==> src/rtl/mdio_pkg.sv <==
`timescale 1ns/1ps
package mdio_pkg;
  localparam int ADDR_W = 3;
  localparam int DATA_W = 16;

  localparam logic [ADDR_W-1:0] REG_CFG    = 3'd0;
  localparam logic [ADDR_W-1:0] REG_FRAME  = 3'd1;
  localparam logic [ADDR_W-1:0] REG_BBCLK  = 3'd2;
  localparam logic [ADDR_W-1:0] REG_BBDATA = 3'd3;
  localparam logic [ADDR_W-1:0] REG_BBOE   = 3'd4;
  localparam logic [ADDR_W-1:0] REG_STATUS = 3'd5;
  localparam logic [ADDR_W-1:0] REG_MASK   = 3'd6;

  localparam logic [1:0] OP_WRITE = 2'b01;
  localparam logic [1:0] OP_READ  = 2'b10;

  // strobes and operands from control to datapath
  typedef struct packed {
    logic              start;
    logic              isRead;
    logic [4:0]        phyAd;
    logic [4:0]        regAd;
    logic [DATA_W-1:0] wrData;
  } mdio_cmd_t;
endpackage

==> src/rtl/mdio_datapath.sv <==
`timescale 1ns/1ps
module mdio_datapath
  import mdio_pkg::*;
#(
  parameter int DIV_W    = 8,
  parameter int PRE_BITS = 32
) (
  input  logic              clk,
  input  logic              rstN,
  input  mdio_cmd_t         cmd,
  input  logic [DIV_W-1:0]  halfDiv,
  input  logic              mdioIn,
  output logic              busy,
  output logic              doneTick,
  output logic [DATA_W-1:0] rdData,
  output logic              mdcOut,
  output logic              mdoOut,
  output logic              oeOut
);
  localparam int FRAME_LEN  = PRE_BITS + 32;
  localparam int IDX_W      = $clog2(FRAME_LEN);
  localparam int HDR_END    = PRE_BITS + 14;
  localparam int DATA_START = PRE_BITS + 16;

  logic [FRAME_LEN-1:0] shiftQ;
  logic [IDX_W-1:0]     idxQ;
  logic [DIV_W-1:0]     divCntQ;
  logic                 activeQ, mdcQ, isReadQ, doneQ;
  logic [DATA_W-1:0]    rdQ;

  logic [DIV_W-1:0]     halfEff;
  logic                 lastTick;
  logic [1:0]           opBits, taBits;
  logic [DATA_W-1:0]    dataBits;
  logic [FRAME_LEN-1:0] frameInit;

  always_comb begin
    halfEff   = (halfDiv == '0) ? {{(DIV_W-1){1'b0}}, 1'b1} : halfDiv;
    lastTick  = divCntQ >= (halfEff - 1'b1);
    opBits    = cmd.isRead ? OP_READ : OP_WRITE;
    taBits    = cmd.isRead ? 2'b11 : 2'b10;
    dataBits  = cmd.isRead ? '1 : cmd.wrData;
    frameInit = {{PRE_BITS{1'b1}}, 2'b01, opBits, cmd.phyAd, cmd.regAd, taBits, dataBits};
  end

  always_ff @(posedge clk) begin
    if (!rstN) begin
      shiftQ  <= '0;
      idxQ    <= '0;
      divCntQ <= '0;
      activeQ <= 1'b0;
      mdcQ    <= 1'b0;
      isReadQ <= 1'b0;
      doneQ   <= 1'b0;
      rdQ     <= '0;
    end else begin
      doneQ <= 1'b0;
      if (!activeQ) begin
        if (cmd.start) begin
          activeQ <= 1'b1;
          shiftQ  <= frameInit;
          idxQ    <= '0;
          divCntQ <= '0;
          mdcQ    <= 1'b0;
          isReadQ <= cmd.isRead;
          rdQ     <= '0;
        end
      end else if (lastTick) begin
        divCntQ <= '0;
        if (!mdcQ) begin
          // rising edge: sample returned data
          mdcQ <= 1'b1;
          if (isReadQ && idxQ >= IDX_W'(DATA_START))
            rdQ <= {rdQ[DATA_W-2:0], mdioIn};
        end else begin
          // falling edge: advance to next bit
          mdcQ <= 1'b0;
          if (idxQ == IDX_W'(FRAME_LEN - 1)) begin
            activeQ <= 1'b0;
            doneQ   <= 1'b1;
          end else begin
            idxQ   <= idxQ + 1'b1;
            shiftQ <= {shiftQ[FRAME_LEN-2:0], 1'b0};
          end
        end
      end else begin
        divCntQ <= divCntQ + 1'b1;
      end
    end
  end

  assign busy     = activeQ;
  assign doneTick = doneQ;
  assign rdData   = rdQ;
  assign mdcOut   = mdcQ;
  assign mdoOut   = activeQ ? shiftQ[FRAME_LEN-1] : 1'b1;
  assign oeOut    = activeQ && (!isReadQ || idxQ < IDX_W'(HDR_END));
endmodule

==> src/rtl/mdio_ctrl.sv <==
`timescale 1ns/1ps
module mdio_ctrl
  import mdio_pkg::*;
#(
  parameter int DIV_W = 8
) (
  input  logic              clk,
  input  logic              rstN,
  input  logic              regWrEn,
  input  logic              regRdEn,
  input  logic [ADDR_W-1:0] regAddr,
  input  logic [31:0]       regWrData,
  output logic [31:0]       regRdData,
  input  logic              mdioIn,
  input  logic              dpBusy,
  input  logic              dpDone,
  input  logic [DATA_W-1:0] dpRdData,
  output mdio_cmd_t         cmd,
  output logic [DIV_W-1:0]  halfDiv,
  output logic              bbSel,
  output logic              bbClk,
  output logic              bbData,
  output logic              bbOe,
  output logic              irq
);
  logic              cfgPollEn, cfgBitBang;
  logic [4:0]        cfgPollReg, cfgPollPhy;
  logic [DIV_W-1:0]  cfgHalfDiv;
  logic [31:17]      frameHiQ;
  logic [15:0]       frameLoQ;
  logic              frameDoneQ, framePendQ, curPollQ;
  logic              bbClkQ, bbDataQ, bbOeQ;
  logic [DATA_W-1:0] pollStatusQ, pollMaskQ, pollLastQ;
  logic              pollBaseQ;

  logic              frameOutstanding, frameOpOk, frameAccept;
  logic              canStart, startFrame, statusClr;
  logic [DATA_W-1:0] statusSet;

  function automatic logic wrHit(input logic [ADDR_W-1:0] a);
    return regWrEn && (regAddr == a);
  endfunction

  always_comb begin
    frameOutstanding = framePendQ || (dpBusy && !curPollQ);
    frameOpOk   = (regWrData[29:28] == OP_READ) || (regWrData[29:28] == OP_WRITE);
    frameAccept = wrHit(REG_FRAME) && !cfgBitBang && !frameOutstanding && frameOpOk;
    canStart    = !dpBusy && !cfgBitBang && (framePendQ || cfgPollEn);
    startFrame  = canStart && framePendQ;
    statusClr   = regRdEn && (regAddr == REG_STATUS);
    statusSet   = (dpDone && curPollQ && cfgPollEn && pollBaseQ) ? (dpRdData ^ pollLastQ) : '0;

    cmd.start  = canStart;
    cmd.isRead = startFrame ? (frameHiQ[29:28] == OP_READ) : 1'b1;
    cmd.phyAd  = startFrame ? frameHiQ[27:23] : cfgPollPhy;
    cmd.regAd  = startFrame ? frameHiQ[22:18] : cfgPollReg;
    cmd.wrData = frameLoQ;
  end

  always_ff @(posedge clk) begin
    if (!rstN) begin
      cfgPollEn   <= 1'b0;
      cfgBitBang  <= 1'b0;
      cfgPollReg  <= '0;
      cfgPollPhy  <= '0;
      cfgHalfDiv  <= '0;
      frameHiQ    <= '0;
      frameLoQ    <= '0;
      frameDoneQ  <= 1'b1;
      framePendQ  <= 1'b0;
      curPollQ    <= 1'b0;
      bbClkQ      <= 1'b0;
      bbDataQ     <= 1'b0;
      bbOeQ       <= 1'b0;
      pollStatusQ <= '0;
      pollMaskQ   <= '0;
      pollLastQ   <= '0;
      pollBaseQ   <= 1'b0;
    end else begin
      if (wrHit(REG_CFG)) begin
        cfgPollEn  <= regWrData[0];
        cfgBitBang <= regWrData[1];
        cfgPollReg <= regWrData[7:3];
        cfgPollPhy <= regWrData[14:10];
        cfgHalfDiv <= regWrData[16 +: DIV_W];
      end
      if (wrHit(REG_BBCLK))  bbClkQ    <= regWrData[0];
      if (wrHit(REG_BBDATA)) bbDataQ   <= regWrData[0];
      if (wrHit(REG_BBOE))   bbOeQ     <= regWrData[0];
      if (wrHit(REG_MASK))   pollMaskQ <= regWrData[DATA_W-1:0];

      // completion of the running transaction
      if (dpDone) begin
        if (curPollQ) begin
          if (cfgPollEn) begin
            pollLastQ <= dpRdData;
            pollBaseQ <= 1'b1;
          end
        end else begin
          frameDoneQ <= 1'b1;
          if (frameHiQ[29:28] == OP_READ) frameLoQ <= dpRdData;
        end
      end
      if (!cfgPollEn) pollBaseQ <= 1'b0;

      // launch: a pending command wins over the next poll
      if (canStart) begin
        curPollQ <= !framePendQ;
        if (framePendQ) framePendQ <= 1'b0;
      end

      if (frameAccept) begin
        frameHiQ   <= regWrData[31:17];
        frameLoQ   <= regWrData[15:0];
        frameDoneQ <= 1'b0;
        framePendQ <= 1'b1;
      end

      pollStatusQ <= (statusClr ? '0 : pollStatusQ) | statusSet;
    end
  end

  always_comb begin
    regRdData = '0;
    case (regAddr)
      REG_CFG: begin
        regRdData[0]           = cfgPollEn;
        regRdData[1]           = cfgBitBang;
        regRdData[7:3]         = cfgPollReg;
        regRdData[14:10]       = cfgPollPhy;
        regRdData[16 +: DIV_W] = cfgHalfDiv;
      end
      REG_FRAME:  regRdData = {frameHiQ, frameDoneQ, frameLoQ};
      REG_BBCLK:  regRdData[0] = bbClkQ;
      REG_BBDATA: regRdData[1:0] = {mdioIn, bbDataQ};
      REG_BBOE:   regRdData[0] = bbOeQ;
      REG_STATUS: regRdData[DATA_W-1:0] = pollStatusQ;
      REG_MASK:   regRdData[DATA_W-1:0] = pollMaskQ;
      default:    regRdData = '0;
    endcase
  end

  assign halfDiv = cfgHalfDiv;
  assign bbSel   = cfgBitBang;
  assign bbClk   = bbClkQ;
  assign bbData  = bbDataQ;
  assign bbOe    = bbOeQ;
  assign irq     = |(pollStatusQ & pollMaskQ);
endmodule

==> src/rtl/mdio_mgmt.sv <==
`timescale 1ns/1ps
module mdio_mgmt
  import mdio_pkg::*;
#(
  parameter int DIV_W    = 8,
  parameter int PRE_BITS = 32
) (
  input  logic        clk,
  input  logic        rstN,
  input  logic        regWrEn,
  input  logic        regRdEn,
  input  logic [2:0]  regAddr,
  input  logic [31:0] regWrData,
  output logic [31:0] regRdData,
  output logic        mdc,
  output logic        mdioOut,
  output logic        mdioOe,
  input  logic        mdioIn,
  output logic        irq
);
  mdio_cmd_t         cmd;
  logic [DIV_W-1:0]  halfDiv;
  logic              dpBusy, dpDone, dpMdc, dpMdo, dpOe;
  logic [DATA_W-1:0] dpRdData;
  logic              bbSel, bbClk, bbData, bbOe;

  mdio_ctrl #(.DIV_W(DIV_W)) u_ctrl (
    .clk(clk), .rstN(rstN), .regWrEn(regWrEn), .regRdEn(regRdEn),
    .regAddr(regAddr), .regWrData(regWrData), .regRdData(regRdData),
    .mdioIn(mdioIn), .dpBusy(dpBusy), .dpDone(dpDone), .dpRdData(dpRdData),
    .cmd(cmd), .halfDiv(halfDiv), .bbSel(bbSel), .bbClk(bbClk),
    .bbData(bbData), .bbOe(bbOe), .irq(irq)
  );

  mdio_datapath #(.DIV_W(DIV_W), .PRE_BITS(PRE_BITS)) u_dp (
    .clk(clk), .rstN(rstN), .cmd(cmd), .halfDiv(halfDiv), .mdioIn(mdioIn),
    .busy(dpBusy), .doneTick(dpDone), .rdData(dpRdData),
    .mdcOut(dpMdc), .mdoOut(dpMdo), .oeOut(dpOe)
  );

  assign mdc     = bbSel ? bbClk  : dpMdc;
  assign mdioOut = bbSel ? bbData : dpMdo;
  assign mdioOe  = bbSel ? bbOe   : dpOe;
endmodule

==> config.mk <==
export PLATFORM = sky130hd
export DESIGN_NAME = mdio_mgmt
export DESIGN_NICKNAME = d
export VERILOG_FILES = /design/src/rtl/mdio_pkg.sv /design/src/rtl/mdio_datapath.sv /design/src/rtl/mdio_ctrl.sv /design/src/rtl/mdio_mgmt.sv
export SDC_FILE = /design/constraint.sdc
export NUM_CORES = 1
export LEC_CHECK = 0
export ABC_AREA = 1
export BUFFER_PORTS_ARGS = -buffer_cell sky130_fd_sc_hd__buf_2
export CORE_ASPECT_RATIO = 1.25
export CORE_MARGIN = 3
export CORE_UTILIZATION = 37
export CTS_CLUSTER_DIAMETER = 150
export CTS_CLUSTER_SIZE = 16
export DETAILED_ROUTE_END_ITERATION = 8
export HOLD_SLACK_MARGIN = 0.02
export MAX_ROUTING_LAYER = met4
export SYNTH_ARGS = -nofsm -noshare
export SYNTH_HDL_FRONTEND = slang
export SYNTH_SLANG_ARGS = --single-unit
==> constraint.sdc <==
create_clock -name clk -period 8.1 [get_ports clk]
set_clock_uncertainty 0.1 [all_clocks]
set_input_delay 1.62 -clock clk [delete_from_list [all_inputs] [get_ports clk]]
set_output_delay 1.62 -clock clk [all_outputs]
set_load 0.02 [all_outputs]
==> results of run 1 <==
placed cells by master (no fill, tap or decap), drive strengths merged, types with 6 or more instances in the layout:
master    n
buf      87
o21ai   143
nand4    61
xor2     20
nor3      6
nand3    47
o22ai    11
inv     240
dfxtp   204
nand2   316
ha       11
a21oi   142
a221o     7
clkbuf   17
nor2    207
stage by stage:
| stage | util | instance area [sq um] |
|---|---|---|
| floorplan | - | 10190 |
| global placement | 0.3950 | 10660 |
| detailed placement | 0.3950 | 10660 |
| CTS | 0.4118 | 11120 |
| global route | 0.4118 | 11120 |
| finish | 0.4118 | 11120 |
cell type report:
| type | instances | area, sq um | area share |
|---|---|---|---|
| clock buffer | 17 | 425.4 | 0.03827 |
| clock inverter | 1 | 30.03 | 0.002701 |
| inverter | 241 | 904.6 | 0.08137 |
| multi-input combinational | 998 | 4772 | 0.4293 |
| sequential | 204 | 4085 | 0.3675 |
| tap | 345 | 431.7 | 0.03883 |
| timing repair buffer | 87 | 467.9 | 0.04209 |
registers in the layout, indices dropped and copies added, names as in the netlist, 5 cells and up:
| name | cells |
|---|---|
| u_ctrl.pollMaskQ | 16 |
| u_ctrl.frameHiQ | 15 |
| u_dp.shiftQ | 64 |
| u_ctrl.cfgPollPhy | 5 |
| u_dp.rdData | 16 |
| u_dp.idxQ | 6 |
| u_ctrl.pollStatusQ | 16 |
| u_ctrl.frameLoQ | 16 |
| u_dp.divCntQ | 8 |
| u_ctrl.cfgPollReg | 5 |
| u_ctrl.halfDiv | 8 |
| u_ctrl.pollLastQ | 16 |
synthesized netlist by cell type (all sizes together):
| cell type | count |
|---|---|
| a22o | 1 |
| nor4 | 4 |
| nand3b | 2 |
| nor3 | 6 |
| a221oi | 2 |
| a221o | 7 |
| a21o | 1 |
| dfxtp | 204 |
| xnor2 | 2 |
| o311a | 1 |
| o21bai | 1 |
| o21ai | 143 |
| nand3 | 47 |
| inv | 241 |
| buf | 54 |
| a31oi | 1 |
| ha | 11 |
| o211ai | 1 |
| and3 | 1 |
| o221ai | 4 |
| nor2 | 207 |
| nand2 | 316 |
| a22oi | 1 |
| o22ai | 11 |
| o2111ai | 4 |
| clkbuf | 40 |
| nand4 | 61 |
| a21oi | 142 |
| o21a | 1 |
| xor2 | 20 |
worst min-delay path: stages (launching register included):
cell	delay [ns]
dfxtp_1	0.32
inv_1	0.05
a21oi_1	0.05
metal layers:
layer	routed length, microns	up-vias	share of wire
met5	0	-	0
met4	718	0	0.024
met3	1283	44	0.043
met2	14250	246	0.48
met1	13320	4493	0.45
li1	-	4907	-
worst min-delay path by stage:
stage                               from              endpoint  slack [ns]  cells after the start
floorplan            u_ctrl.frameHiQ[30]   u_ctrl.frameHiQ[30]        0.33                      2
global placement    u_ctrl.pollLastQ[14]  u_ctrl.pollLastQ[14]        0.35                      2
detailed placement   u_ctrl.pollLastQ[7]   u_ctrl.pollLastQ[7]        0.35                      2
CTS                  u_ctrl.pollLastQ[7]   u_ctrl.pollLastQ[7]        0.36                      2
global route        u_ctrl.pollLastQ[12]  u_ctrl.pollLastQ[12]        0.38                      2
finish               u_ctrl.pollLastQ[0]   u_ctrl.pollLastQ[0]        0.36                      2
logic make-up after synthesis:
logic type	share of synthesized area
AO/OA/AOI/OAI	0.1687
XOR/XNOR	0.01891
adder cells (fa/ha/maj)	0.01351
buffers and inverters	0.1311
flip-flops	0.4008
AND/OR/NAND/NOR	0.2669
power groups by stage:
stage / Sequential, uW / Clock, uW / Combinational [uW]
after global placement: 1110 / 0 / 308
after global routing: 1090 / 831 / 366
after floorplan: 1100 / 0 / 242
final: 1090 / 774 / 312
after CTS: 1090 / 796 / 315
after detailed placement: 1110 / 0 / 313
==> metrics.txt, run 1 <==
Max stage delay on crit path=0.67 ns; status=finished, final reports clean; Clock Path Buffers=3; gpl congestion=0.8804; grt ovf=0; Resized cells post-CTS=0; slowest CP cell=nor3_4; maxcap violations=0; Final HPWL DP=18,900 microns; PD cells=~200 mW/mm^2; Startpoint Class=input pin; vias in the first global route=8,981; met1 global-route usage=0.2627; Power Total=around 2200 uW; minimum clock period=roughly 5.2 ns; sequential-to-total area share from yosys stat=0.4008; num rows=67; reg-to-reg slack, setup=slightly above 4 ns; switching share of power=0.2823; Mean Syn Cell Area=around 6.6 sq um; nets=between 1,500 and 2,000; VDD IR max=0.0001174 V; Yosys cell types=between 40 and 50; fill count=2,927; number of detailed-route iterations in the first pass=5; Slew headroom=0.3314; top cells by area, synth=dfxtp_1 40%, nand2_1 11%, inv_1 8.5%; die area=around 0.03 sq mm; clock share of power=0.356; Sink Count=between 200 and 250; Core Area=roughly 0.027 sq mm; H-tree depth=1; Critical path origin=regAddr[2]; CP arrival=3.46 ns; CP delay by family, top=buffers and inverters; worst-path maximum fanout=16; CP bufs+invs=3; synthesis-to-layout area growth=9.099%; Setup TNS=0 ns; Yosys top cell by area=dfxtp_1; Reg2Reg Depth=17; largest net degree at the start of global routing=96; Finished Layout Cells=between 1,500 and 2,000; Die Ht=~190 microns; hold_buf cts=0; synthesis warning total=0; Die W=154.4 microns; WP data required=6.38 ns; Gate power share=0.144; routed length per placed instance=between 15 and 20 microns; final hold vios=0; reg2reg start=u_ctrl.halfDiv[4]; Int Pwr=around 1600 uW; Clock Latency Late Sink=about 0.48 ns; GRT Total Usage=0.2031; worst reg2reg endpoint=u_dp.rdData[0]; number of diodes=0; I/O pin cnt=between 70 and 80; WP depth=7; Critical Path Sink Type=primary output; postcts setup bufs=0; kind of critical path=input pin to primary output; sequential share of power=0.500; pre-CTS setup slack=between 2 and 3 ns; Remaining DRCs=0; hold slack final=~0.36 ns; syn_nets=1,588; LEAKAGE=around 0.0049 uW; GRT busiest layer=met2; switching power=around 610 uW; max-slew violation count=0; post-synth top area share=0.4008; Worst-Margin Slew=1.003 ns; grt met2 use=0.3410; worst-path cell chain=buf_2, nor3_4, inv_1, o22ai_1, a21oi_1, o2111ai_1, buf_2; RSZ-0062 raised after global routing=false; #FFs+latches synth=between 200 and 250; CTS tree=yes; Root Driver=clkbuf_16; first-pass GRT wire length=~48,000 microns; Initial DRC Count=690; Max Freq=approximately 190 MHz; hold crit path type=flip-flop to flip-flop; Post-DRT Antenna Nets=0; Synth Cell Area=0.01019 sq mm; final count of negative-setup-slack endpoints=0; Num CTS Buffers=16; DR vias/cell=between 5 and 6; Vias=about 9,700; met3 GRT Util=0.02129; ratio of cells with drive above 1 in the final layout=0.08527; most used cell, CP=buf_2; Starting Density=0.3775; dpl cells=~1,900; I/O Buffers=75; initial antenna violation count=0; Syn Inst Count=approximately 1,500; clk slew on worst S/H paths=0.07 ns; setup ws final=between 2 and 3 ns; final wirelength=between 20,000 and 30,000 microns; Setup crit end=regRdData[0]; Final Cycle Share=0.6391
Power figures use the tool's default switching activity.
==> run 2, diff against run 1 <==
--- a/config.mk
+++ b/config.mk
@@ -5,7 +5,7 @@
 export SDC_FILE = /design/constraint.sdc
 export NUM_CORES = 1
 export LEC_CHECK = 0
-export ABC_AREA = 1
+export ABC_AREA = 0
 export BUFFER_PORTS_ARGS = -buffer_cell sky130_fd_sc_hd__buf_2
 export CORE_ASPECT_RATIO = 1.25
 export CORE_MARGIN = 3
==> constraint.sdc (replaced) <==
create_clock -name clk -period 4.4 [get_ports clk]
set_clock_uncertainty 0.1 [all_clocks]
set_input_delay 0.88 -clock clk [delete_from_list [all_inputs] [get_ports clk]]
set_output_delay 0.88 -clock clk [all_outputs]
set_load 0.02 [all_outputs]
==> metrics.txt, run 2 <==
num rows=64; Initial DRC Count=around 620; top cells by area, synth=dfxtp_1 44%, nand2_1 7.7%, mux2i_1 6.9%; Sink Count=between 200 and 250; initial antenna violation count=0; final wirelength=26,610 microns; commonest non-fill, non-tap cell in the layout=dfxtp_1; number of diodes=0; DR vias/cell=5.708; LEAKAGE=approximately 0.0037 uW; synthesis warning total=0; fill count=2,534; Mean Syn Cell Area=about 9 sq um; Die Ht=~180 microns; synthesis-to-layout area growth=11.37%; Setup TNS=0 ns; WP data required=~4.7 ns; Reg with most FFs=u_dp.shiftQ; multi-input logic area=between 0.004 and 0.005 sq mm; largest net degree at the start of global routing=101; grt ovf=0; PD cells=~350 mW/mm^2; nets=between 1,000 and 1,500; leading cell types in the layout, fill and taps excluded=203 x dfxtp_1, 192 x nand2_1, 88 x a21oi_1; kind of critical path=flip-flop to flip-flop; Yosys cell types=a little over 60; CTS tree=yes; Startpoint Class=flip-flop; vias in the first global route=~7,600; Critical Path Sink Type=flip-flop; GRT Total Usage=0.1942; asr flop ratio synth=0; dpl cells=approximately 1,400; Starting Density=0.3787; Final HPWL DP=about 18,000 microns; RSZ-0062 raised after global routing=false; hold_buf cts=0; worst-path maximum fanout=20; Register Area=roughly 0.0041 sq mm; Resized cells post-CTS=0; Yosys top cell by area=dfxtp_1; ratio of cells with drive above 1 in the final layout=0.1831; I/O Buffers=75; Post-DRT Antenna Nets=0; CP arrival=between 4 and 5 ns; postcts setup bufs=0; final count of negative-setup-slack endpoints=0; Root Driver=clkbuf_16; status=finished, final reports clean; H-tree depth=1; Post-synth EDFFs=0; Slew headroom=0.2420; first-pass GRT wire length=about 42,000 microns; final hold vios=0; Syn Inst Count=about 1,100; Clock Path Buffers=3; top_reg_cell synth=dfxtp_1; number of detailed-route iterations in the first pass=5; Core Area=about 0.025 sq mm; Num CTS Buffers=16; sequential-to-total area share from yosys stat=0.4372; Clock Latency Late Sink=around 0.50 ns; VDD IR max=~0.00025 V; I/O pin cnt=76; post-synth top area share=0.4372; Remaining DRCs=0; minimum clock period=4.036 ns; hold crit path type=flip-flop to flip-flop; Vias=8,088; most common cell in the netlist=dfxtp_1; routed length per placed instance=18.78 microns; final core occ=0.4218; Die W=~150 microns; die area=about 0.027 sq mm; clk slew on worst S/H paths=~0.08 ns; Worst-Margin Slew=1.132 ns; max-slew violation count=0; max FFs per register=64; most frequent cells after synthesis=204 x dfxtp_1, 192 x nand2_1, 88 x a21oi_1; Final Cycle Share=0.9174; gpl congestion=between 0.8 and 0.9; syn_nets=1,110; #FFs+latches synth=between 200 and 250; Max Freq=247.7 MHz; Finished Layout Cells=around 1,400; Synth Cell Area=between 0.009 and 0.01 sq mm; maxcap violations=0
==> run 2: cell count changes after synthesis, moves of 16 or more <==
cell	delta
o221a_2	+49
clkbuf_1	+20
mux2_2	+17
o21ai_1	-22
nor2_1	-141
inv_1	-227
o21ai_0	-88
a22oi_1	+30
nand4_1	-53
nand2_1	-120
a211oi_1	+16
a21oi_1	-53
mux2i_1	+64
==> run 2: per-stage QoR <==
step	hold slack (ns)	power, uW	worst slack [ns]	area (sq um)
2_1_floorplan	0.3285	2196	0.7722	9340
3_3_place_gp	0.3395	2309	0.2331	9950
3_5_place_dp	0.3441	2312	0.2106	9950
4_1_cts	0.3545	3687	0.1535	10400
5_1_grt	0.3817	3781	0.01475	10400
6_report	0.3520	3657	0.3636	10400
==> run 2: final timing paths <==
path | from | to | slack (ns) | depth (start not counted)
setup / recovery | u_ctrl.halfDiv[4] | u_dp.shiftQ[5] | 0.36 | 15
hold / removal | u_ctrl.frameHiQ[30] | u_ctrl.frameHiQ[30] | 0.35 | 2
setup reg to reg | u_ctrl.halfDiv[4] | u_dp.shiftQ[5] | 0.36 | 15
hold reg to reg | u_ctrl.frameHiQ[30] | u_ctrl.frameHiQ[30] | 0.35 | 2
==> run 2: power breakdown <==
part / switching (uW) / internal, uW
Sequential: 36.0 / 1890
Clock: 670 / 714
Combinational: 226 / 123
Total: 932 / 2730
==> run 2: cell families (layout without fill, tap and decap cells) <==
group | Yosys count | in the layout | share of synthesized area
compound gates | 289 | 289 | 0.2269
xor+xnor | 22 | 22 | 0.02063
fa+ha+maj | 11 | 11 | 0.01474
buf+inv | 95 | 122 | 0.04233
flops | 204 | 204 | 0.4372
mux | 81 | 81 | 0.08908
simple gates | 357 | 358 | 0.1691
==> run 2: per-layer routing <==
layer  vias to the layer above  track usage  wire length (microns)
li1                       3896            -                      -
met1                      3935       0.2534                  11740
met2                       206       0.3172                  12930
met3                        51      0.02022                   1106
met4                         0      0.06359                    835
met5                         -            -                      0
==> run 2: critical path: stages, from the launching register on <==
cell,delay (ns)
dfxtp_1,0.36
or4_1,0.54
or3_1,0.34
nor2_1,0.10
nor2_1,0.06
ha_1,0.21
nand2_1,0.10
nor3_1,0.06
xnor2_1,0.13
ha_1,0.29
o21a_1,0.19
a21boi_0,0.13
and3_1,0.30
nor2_4,0.48
buf_4,0.31
o221a_1,0.20
==> run 2: layout make-up <==
cell class                      count  share of cell area
Clock buffer                       16             0.03849
Inverter                            6            0.002406
Timing Repair Buffer               98             0.05388
Sequential cell                   204              0.3927
Tap cell                          330             0.03969
Multi-Input combinational cell    761              0.4684
Clock inverter                      2            0.004450
